**src/rtl/tccf_pkg.sv**
```systemverilog
package tccf_pkg;
  localparam int IDX_W = 5;
  typedef logic [IDX_W-1:0] idx_t;

  localparam idx_t IX_ET_HI = idx_t'(12);
  localparam idx_t IX_ET_LO = idx_t'(13);
  localparam idx_t IX_MT    = idx_t'(14);
  localparam idx_t IX_CF0   = idx_t'(22);
  localparam idx_t IX_CF7   = idx_t'(29);
  localparam idx_t IX_MAX   = '1;

  localparam logic [15:0] PTP_ETYPE = 16'h88F7;
  localparam int CF_W = 64;
  localparam int CF_FRAC = 16;

  typedef enum logic [3:0] {
    MK_SYNC   = 4'h0,
    MK_DREQ   = 4'h1,
    MK_PDREQ  = 4'h2,
    MK_PDRESP = 4'h3
  } msg_kind_e;

  function automatic logic kind_timed(input logic [3:0] k);
    return (k == MK_SYNC) || (k == MK_DREQ);
  endfunction

  function automatic logic kind_peer(input logic [3:0] k);
    return (k == MK_PDREQ) || (k == MK_PDRESP);
  endfunction
endpackage

```
**src/rtl/tccf_fifo.sv**
```systemverilog
module tccf_fifo #(
  parameter int W     = 8,
  parameter int DEPTH = 16
) (
  input  logic         clk,
  input  logic         rst_n,
  input  logic         push,
  input  logic [W-1:0] wdata,
  input  logic         pop,
  output logic [W-1:0] rdata,
  output logic         full,
  output logic         empty
);
  localparam int AW = $clog2(DEPTH);

  logic [W-1:0] mem [DEPTH];
  logic [AW-1:0] wp, rp;
  logic [AW:0] cnt;

  assign full  = (cnt == (AW+1)'(DEPTH));
  assign empty = (cnt == '0);
  assign rdata = mem[rp];

  always_ff @(posedge clk) begin
    if (push && !full) mem[wp] <= wdata;
  end

  always_ff @(posedge clk) begin
    if (!rst_n) begin
      wp  <= '0;
      rp  <= '0;
      cnt <= '0;
    end else begin
      if (push && !full) wp <= wp + 1'b1;
      if (pop && !empty) rp <= rp + 1'b1;
      case ({push && !full, pop && !empty})
        2'b10:   cnt <= cnt + 1'b1;
        2'b01:   cnt <= cnt - 1'b1;
        default: cnt <= cnt;
      endcase
    end
  end
endmodule

```
**src/rtl/tccf_ing_parse.sv**
```systemverilog
module tccf_ing_parse
  import tccf_pkg::*;
#(
  parameter int TIME_W      = 32,
  parameter bit PDELAY_DROP = 1'b1
) (
  input  logic              clk,
  input  logic              rst_n,
  input  logic              fire,
  input  logic              sop,
  input  logic              eop,
  input  logic [7:0]        data,
  input  logic [TIME_W-1:0] time_now,
  input  logic              time_ok,
  input  logic              tc_en,
  output logic              rec_push,
  output logic              rec_edit,
  output logic              rec_drop,
  output logic [TIME_W-1:0] rec_ts,
  output logic [CF_W-1:0]   rec_cf
);
  idx_t cnt, idx;
  logic et_hi, et_ok, mk_seen, hdr_full, cap_ok;
  logic [3:0] mk;
  logic [CF_W-1:0] cf;
  logic [TIME_W-1:0] ts;

  logic n_et_hi, n_et_ok, n_mk_seen, n_hdr_full, n_cap_ok;
  logic [3:0] n_mk;
  logic [CF_W-1:0] n_cf;
  logic [TIME_W-1:0] n_ts;
  logic drop_sel;

  assign idx = sop ? '0 : cnt;

  always_comb begin
    n_et_hi    = et_hi;
    n_et_ok    = et_ok;
    n_mk_seen  = mk_seen;
    n_mk       = mk;
    n_cf       = cf;
    n_hdr_full = hdr_full;
    n_ts       = ts;
    n_cap_ok   = cap_ok;
    if (fire) begin
      if (sop) begin
        n_et_hi    = 1'b0;
        n_et_ok    = 1'b0;
        n_mk_seen  = 1'b0;
        n_mk       = '0;
        n_hdr_full = 1'b0;
        n_ts       = time_now;
        n_cap_ok   = tc_en && time_ok;
      end
      if (idx == IX_ET_HI) n_et_hi = (data == PTP_ETYPE[15:8]);
      if (idx == IX_ET_LO) n_et_ok = n_et_hi && (data == PTP_ETYPE[7:0]);
      if (idx == IX_MT) begin
        n_mk_seen = 1'b1;
        n_mk      = data[3:0];
      end
      if (idx >= IX_CF0 && idx <= IX_CF7) n_cf = {cf[CF_W-9:0], data};
      if (idx == IX_CF7) n_hdr_full = 1'b1;
    end
  end

  generate
    if (PDELAY_DROP) begin : g_drop
      assign drop_sel = n_et_ok && n_mk_seen && kind_peer(n_mk);
    end else begin : g_pass
      assign drop_sel = 1'b0;
    end
  endgenerate

  assign rec_push = fire && eop;
  assign rec_edit = n_et_ok && n_hdr_full && kind_timed(n_mk) && n_cap_ok;
  assign rec_drop = drop_sel;
  assign rec_ts   = n_ts;
  assign rec_cf   = n_cf;

  always_ff @(posedge clk) begin
    if (!rst_n) begin
      cnt      <= '0;
      et_hi    <= 1'b0;
      et_ok    <= 1'b0;
      mk_seen  <= 1'b0;
      mk       <= '0;
      cf       <= '0;
      hdr_full <= 1'b0;
      ts       <= '0;
      cap_ok   <= 1'b0;
    end else begin
      if (fire) cnt <= (idx == IX_MAX) ? idx : idx + idx_t'(1);
      et_hi    <= n_et_hi;
      et_ok    <= n_et_ok;
      mk_seen  <= n_mk_seen;
      mk       <= n_mk;
      cf       <= n_cf;
      hdr_full <= n_hdr_full;
      ts       <= n_ts;
      cap_ok   <= n_cap_ok;
    end
  end
endmodule

```
**src/rtl/tccf_egr_edit.sv**
```systemverilog
module tccf_egr_edit
  import tccf_pkg::*;
#(
  parameter int TIME_W = 32
) (
  input  logic              clk,
  input  logic              rst_n,
  input  logic              d_valid,
  input  logic [7:0]        d_data,
  input  logic              d_sop,
  input  logic              d_eop,
  input  logic              r_valid,
  input  logic              r_edit,
  input  logic              r_drop,
  input  logic [TIME_W-1:0] r_ts,
  input  logic [CF_W-1:0]   r_cf,
  input  logic [TIME_W-1:0] time_now,
  input  logic              time_ok,
  input  logic              tc_en,
  input  logic              out_ready,
  output logic              d_pop,
  output logic              r_pop,
  output logic              out_valid,
  output logic [7:0]        out_data,
  output logic              out_sop,
  output logic              out_eop
);
  idx_t cnt, idx;
  logic avail, xfer, act, in_cf;
  logic [CF_W-1:0] sum;
  logic [TIME_W-1:0] resid;
  logic [2:0] bsel;

  assign avail     = d_valid && r_valid;
  assign out_valid = avail && !r_drop;
  assign xfer      = out_valid && out_ready;
  assign d_pop     = xfer || (avail && r_drop);
  assign r_pop     = d_pop && d_eop;
  assign idx       = d_sop ? '0 : cnt;
  assign resid     = time_now - r_ts;

  assign in_cf    = act && !d_sop && (idx >= IX_CF0) && (idx <= IX_CF7);
  assign bsel     = 3'(IX_CF7 - idx);
  assign out_data = in_cf ? 8'(sum >> {bsel, 3'b000}) : d_data;
  assign out_sop  = d_sop;
  assign out_eop  = d_eop;

  always_ff @(posedge clk) begin
    if (!rst_n) begin
      cnt <= '0;
      act <= 1'b0;
      sum <= '0;
    end else begin
      if (d_pop) cnt <= (idx == IX_MAX) ? idx : idx + idx_t'(1);
      if (xfer && d_sop) begin
        act <= r_edit && tc_en && time_ok;
        sum <= r_cf + (CF_W'(resid) << CF_FRAC);
      end
    end
  end
endmodule

```
**src/rtl/tc_cf_updater.sv**
```systemverilog
module tc_cf_updater
  import tccf_pkg::*;
#(
  parameter int TIME_W      = 32,
  parameter int DATA_DEPTH  = 128,
  parameter int META_DEPTH  = 4,
  parameter bit PDELAY_DROP = 1'b1
) (
  input  logic              clk,
  input  logic              rst_n,
  input  logic              tc_en,
  input  logic              time_ok,
  input  logic [TIME_W-1:0] time_now,
  input  logic              in_valid,
  output logic              in_ready,
  input  logic [7:0]        in_data,
  input  logic              in_sop,
  input  logic              in_eop,
  output logic              out_valid,
  input  logic              out_ready,
  output logic [7:0]        out_data,
  output logic              out_sop,
  output logic              out_eop
);
  localparam int DW = 10;
  localparam int MW = 2 + TIME_W + CF_W;

  logic in_fire;
  logic d_full, d_empty, d_pop;
  logic [DW-1:0] d_rdata;
  logic m_full, m_empty, m_push, m_pop;
  logic [MW-1:0] m_wdata, m_rdata;
  logic w_edit, w_drop;
  logic [TIME_W-1:0] w_ts;
  logic [CF_W-1:0] w_cf;

  assign in_ready = !d_full && !m_full;
  assign in_fire  = in_valid && in_ready;

  tccf_fifo #(.W(DW), .DEPTH(DATA_DEPTH)) u_bytes (
    .clk(clk), .rst_n(rst_n),
    .push(in_fire), .wdata({in_sop, in_eop, in_data}),
    .pop(d_pop), .rdata(d_rdata), .full(d_full), .empty(d_empty)
  );

  tccf_ing_parse #(.TIME_W(TIME_W), .PDELAY_DROP(PDELAY_DROP)) u_parse (
    .clk(clk), .rst_n(rst_n), .fire(in_fire), .sop(in_sop), .eop(in_eop),
    .data(in_data), .time_now(time_now), .time_ok(time_ok), .tc_en(tc_en),
    .rec_push(m_push), .rec_edit(w_edit), .rec_drop(w_drop),
    .rec_ts(w_ts), .rec_cf(w_cf)
  );

  assign m_wdata = {w_edit, w_drop, w_ts, w_cf};

  tccf_fifo #(.W(MW), .DEPTH(META_DEPTH)) u_recs (
    .clk(clk), .rst_n(rst_n),
    .push(m_push), .wdata(m_wdata),
    .pop(m_pop), .rdata(m_rdata), .full(m_full), .empty(m_empty)
  );

  tccf_egr_edit #(.TIME_W(TIME_W)) u_edit (
    .clk(clk), .rst_n(rst_n),
    .d_valid(!d_empty), .d_data(d_rdata[7:0]),
    .d_sop(d_rdata[9]), .d_eop(d_rdata[8]),
    .r_valid(!m_empty), .r_edit(m_rdata[MW-1]), .r_drop(m_rdata[MW-2]),
    .r_ts(m_rdata[CF_W +: TIME_W]), .r_cf(m_rdata[CF_W-1:0]),
    .time_now(time_now), .time_ok(time_ok), .tc_en(tc_en),
    .out_ready(out_ready), .d_pop(d_pop), .r_pop(m_pop),
    .out_valid(out_valid), .out_data(out_data),
    .out_sop(out_sop), .out_eop(out_eop)
  );
endmodule

```
**config.mk**
```make
export PLATFORM = sky130hd
export DESIGN_NAME = tc_cf_updater
export DESIGN_NICKNAME = d
export VERILOG_FILES = /design/src/rtl/tccf_pkg.sv /design/src/rtl/tccf_fifo.sv /design/src/rtl/tccf_ing_parse.sv /design/src/rtl/tccf_egr_edit.sv /design/src/rtl/tc_cf_updater.sv
export SDC_FILE = /design/constraint.sdc
export NUM_CORES = 2
export LEC_CHECK = 0
export BUFFER_PORTS_ARGS = -buffer_cell sky130_fd_sc_hd__buf_2
export CORE_MARGIN = 2
export CORE_UTILIZATION = 44
export CTS_CLUSTER_DIAMETER = 40
export DETAILED_ROUTE_END_ITERATION = 12
export GPL_TIMING_DRIVEN = 0
export SLEW_MARGIN = 0
export SYNTH_ARGS = -nofsm -noshare
export SYNTH_HDL_FRONTEND = slang
export SYNTH_SLANG_ARGS = --single-unit
```
**constraint.sdc**
```tcl
create_clock -name clk -period 9.2 [get_ports clk]
set_clock_uncertainty 0.2 [all_clocks]
set_input_delay 1.84 -clock clk [delete_from_list [all_inputs] [get_ports clk]]
set_output_delay 1.84 -clock clk [all_outputs]
set_load 0.1 [all_outputs]
```
==> results_dict.tcl <==
set metrics [dict create \
    syn_inst 4019 \
    syn-num-nets 4156 \
    gp_congestion 0.905 \
    largest_family_of_logic_cells_by_synthesized_area "multiplexers" \
    synth_cell_area_um2 76100 \
    yosys.area_share.adder_pct 1.50 \
    seq_area_frac_synth_pct 71.7 \
    setup_viol 0 \
    clk_transition_reported_paths_ns 0.06 \
    syn2layout_area_growth_pct 15.6 \
    ant_nets 0 \
    drive_above_1_share_pct 26.9 \
    number_of_antenna_violations_at_the_first_check_in_global_routing 9 \
    leakage_nw 28.3 \
    setup_repair_after_global_routing_missed_its_margin "no" \
    number_of_enable_type_register_cells_in_the_synthesized_netlist 1672 \
    core_um2 172000 \
    vias_in_the_first_global_route 40000 \
    setup_slack_on_the_worst_flop_to_flop_path_ns 0.55 \
    overflow 0 \
    clock_latency_ns 0.87 \
    synth_area_leader_cell "sky130_fd_sc_hd__edfxtp_1" \
    power-per-cell-area_nw_per_um2 249 \
    cts_inserted_buffers 232 \
    hold_viol 0 \
    synth-compound-area-share_pct 3.00 \
    final_design_area_no_fill_um2 88000 \
    startpoint_type "flip-flop" \
    endpoint_kind "primary output" \
    cp_max_fo 10 \
    placed_cells_incl_taps 6410 \
    ctsRootBufferMaster "sky130_fd_sc_hd__clkbuf_16" \
    synth.mux.area_fraction_pct 17.2 \
    synthFlopType "sky130_fd_sc_hd__edfxtp_1" \
    io_pins 60 \
    multi_input_comb_area_um2 20500 \
    ctsHoldBuffers 0 \
    grt.total_usage_pct 23.5 \
    ir_drop_v 0.000204 \
    avgSynthCellArea_um2 18.9 \
    yosys_warnings 0 \
    post_drt_via_cell_ratio 5.92 \
    timing.final.crit_period_ns 9.16 \
    wl_per_cell_um 30.0 \
    design.die.area_um2 176000 \
    postSynth.asyncResetShare_pct 0 \
    effective_utilization_at_floorplan_pct 44.3 \
    dieHeight_um 420 \
    yosysUniqueCellTypes 71 \
    worst-slew-pin-transition_ns 1.43 \
    worst_min_delay_path_category "reg -> reg" \
    final_layout_net_count 4478 \
    cts.htree.levels 4 \
    yosysTopAreaCellShare_pct 65.9 \
    synth-xor-area-share_pct 0.943 \
    grt_max_degree 107 \
    timing.fmax_mhz 109 \
    layout_worst_path_cycle_share_pct 99.6 \
    required_time_reported_for_the_critical_path_endpoint_ns 7.16 \
    row_cnt 152 \
    wire_length_of_the_first_global_routing_pass_mm 293 \
    num-fill-cells 13700 \
    netlist_top_cells_count "sky130_fd_sc_hd__edfxtp_1 (1,672), sky130_fd_sc_hd__mux4_2 (523), sky130_fd_sc_hd__dfxtp_1 (217), sky130_fd_sc_hd__nor2_1 (213), sky130_fd_sc_hd__nand2_1 (177)" \
    detailedRoute.firstIterationViolations 4964 \
    synthTopCellsByArea "sky130_fd_sc_hd__edfxtp_1 (66%), sky130_fd_sc_hd__mux4_2 (15%), sky130_fd_sc_hd__dfxtp_1 (5.7%)" \
    cts_sinks 1889 \
    dpl.hpwl_mm 139 \
    slew_headroom_pct 4.12 \
    run_status "finished, final reports clean" \
    number_of_pins_with_negative_max_slew_slack_in_the_final_report 0 \
    postRouteWirelength_mm 206 \
    num_vias 40600 \
    final_cells 6860 \
    ff_latch_area_um2 54600 \
    remaining_drc_errors 0 \
    max-clock-path-buffers 3 \
    worst-setup-path-type "reg -> out" \
    post_synthesis_share_of_cell_area_spent_on_and_or_nand_and_nor_gates_pct 4.12 \
    port_buffers 58 \
    smallest_hold_slack_ns 0.255 \
    postSynthRegisterBits 1889 \
    synthMostInstantiatedCell "sky130_fd_sc_hd__edfxtp_1" \
    dpl-instance-area_um2 79900 \
    dieWidth_um 420 \
    firstDrtPassIters 6 \
    drv_cap 0 \
    cts_tree "yes" \
    worstPathArrival_ns 7.12 \
]
power breakdown:
part / internal [mW] / switching, mW
Combinational: 1.32 / 2.00
Sequential: 9.42 / 0.0454
Clock: 5.41 / 3.74
Total: 16.1 / 5.78
routing by layer:
layer | wire length (µm) | vias to the layer above | GRT usage (%)
met5 | 24 | - | 0
met3 | 18700 | 321 | 5.76
met4 | 5420 | 4 | 6.66
li1 | - | 16900 | -
met1 | 89800 | 21500 | 34.9
met2 | 92100 | 1817 | 34.5
flip-flops by register name, summed over array words and instances (netlist names), named ones only:
signal / cells
u_bytes.mem: 1280
u_recs.mem: 392
u_edit.sum: 64
u_parse.cf: 64
u_parse.ts: 32
u_bytes.cnt: 8
u_bytes.rp: 7
u_bytes.wp: 7
u_edit.cnt: 5
u_parse.cnt: 5
u_parse.mk: 3
u_recs.cnt: 3
u_recs.rp: 2
u_recs.wp: 2
u_edit.act: 1
u_parse.cap_ok: 1
u_parse.et_hi: 1
u_parse.et_ok: 1
u_parse.hdr_full: 1
u_parse.mk_seen: 1
per-stage QoR:
| stage | total power, mW | setup TNS, ns | util, % | worst slack, ns |
|---|---|---|---|---|
| floorplan | 11.8 | 0 | - | 1.60 |
| global placement | 12.9 | -13.95 | 46.2 | -1.15 |
| detailed placement | 12.9 | -13.94 | 46.6 | -1.15 |
| CTS | 22.0 | -0.000742 | 51.2 | -0.000742 |
| global route | 22.6 | 0 | 51.2 | 0.0274 |
| finish | 21.9 | 0 | 51.2 | 0.0408 |
path summary, 6_finish.rpt:
check	start	cells after the start	end
setup / recovery	flip-flop	13	out_data[7]
hold / removal	u_edit.sum[18]	2	u_edit.sum[18]
setup reg to reg	flip-flop	25	u_edit.sum[58]
hold reg to reg	u_edit.sum[18]	2	u_edit.sum[18]
cell usage in the layout (no fill, tap or decap), types with 13 or more instances in the layout:
master	count
sky130_fd_sc_hd__nor2_2	19
sky130_fd_sc_hd__a21oi_1	146
sky130_fd_sc_hd__buf_6	14
sky130_fd_sc_hd__xnor2_1	47
sky130_fd_sc_hd__xor2_1	35
sky130_fd_sc_hd__dfxtp_1	216
sky130_fd_sc_hd__buf_16	18
sky130_fd_sc_hd__clkinv_1	32
sky130_fd_sc_hd__a21o_1	44
sky130_fd_sc_hd__nand4_1	17
sky130_fd_sc_hd__inv_6	32
sky130_fd_sc_hd__mux2i_1	19
sky130_fd_sc_hd__and3_1	17
sky130_fd_sc_hd__edfxtp_1	1672
sky130_fd_sc_hd__mux2_2	99
sky130_fd_sc_hd__buf_1	13
sky130_fd_sc_hd__clkbuf_1	128
sky130_fd_sc_hd__and2_1	98
sky130_fd_sc_hd__ha_1	85
sky130_fd_sc_hd__nand3_1	48
sky130_fd_sc_hd__nand2_1	177
sky130_fd_sc_hd__clkbuf_2	21
sky130_fd_sc_hd__buf_2	89
sky130_fd_sc_hd__nor2b_1	18
sky130_fd_sc_hd__or3_1	14
sky130_fd_sc_hd__bufinv_16	22
sky130_fd_sc_hd__nor3_1	21
sky130_fd_sc_hd__clkbuf_16	236
sky130_fd_sc_hd__clkinvlp_4	23
sky130_fd_sc_hd__o21ai_0	72
sky130_fd_sc_hd__inv_1	80
sky130_fd_sc_hd__mux4_2	523
sky130_fd_sc_hd__nor2_1	194
sky130_fd_sc_hd__clkinv_2	30
sky130_fd_sc_hd__buf_4	28
sky130_fd_sc_hd__clkinv_4	19
worst max-delay path, cell delays in order, from the launching register on:
cell	delay [ns]
sky130_fd_sc_hd__dfxtp_1	0.50
sky130_fd_sc_hd__buf_2	0.45
sky130_fd_sc_hd__buf_4	0.37
sky130_fd_sc_hd__buf_4	0.36
sky130_fd_sc_hd__buf_2	0.43
sky130_fd_sc_hd__buf_2	0.58
sky130_fd_sc_hd__clkdlybuf4s15_2	0.65
sky130_fd_sc_hd__mux4_2	0.41
sky130_fd_sc_hd__mux4_2	0.64
sky130_fd_sc_hd__mux4_2	0.64
sky130_fd_sc_hd__mux2i_1	0.52
sky130_fd_sc_hd__nor2_1	0.09
sky130_fd_sc_hd__a21o_1	0.24
sky130_fd_sc_hd__buf_2	0.31
cells by family (layout without fill, tap and decap cells):
| kind of cell | count (synthesis) | in the layout |
|---|---|---|
| mux | 641 | 641 |
| buf+inv | 282 | 812 |
| fa+ha+maj | 89 | 89 |
| flops | 1889 | 1889 |
| compound gates | 369 | 369 |
| other cells | 0 | 1 |
| xor+xnor | 82 | 82 |
| simple gates | 667 | 667 |
area by class of cell:
cell class                      count  share of cell area [%]
Timing Repair Buffer               90                    1.08
Sequential cell                  1889                    62.0
Multi-Input combinational cell   1848                    23.3
Tap cell                         2310                    3.28
Inverter                           82                   0.350
Clock inverter                    173                    2.05
Antenna cell                        1                 0.00284
Buffer                            198                    1.09
Clock buffer                      269                    6.89
repair_timing:
| action | 4_1_cts | 5_1_grt |
|---|---|---|
| buffers inserted | 0 | 4 |
| hold endpoints to repair | 0 | 0 |
| gates resized for setup | 29 | 19 |
| setup endpoints to repair | 32 | 24 |
| pin swaps | 0 | 1 |
Note: power is estimated with default switching activity, not from simulation.
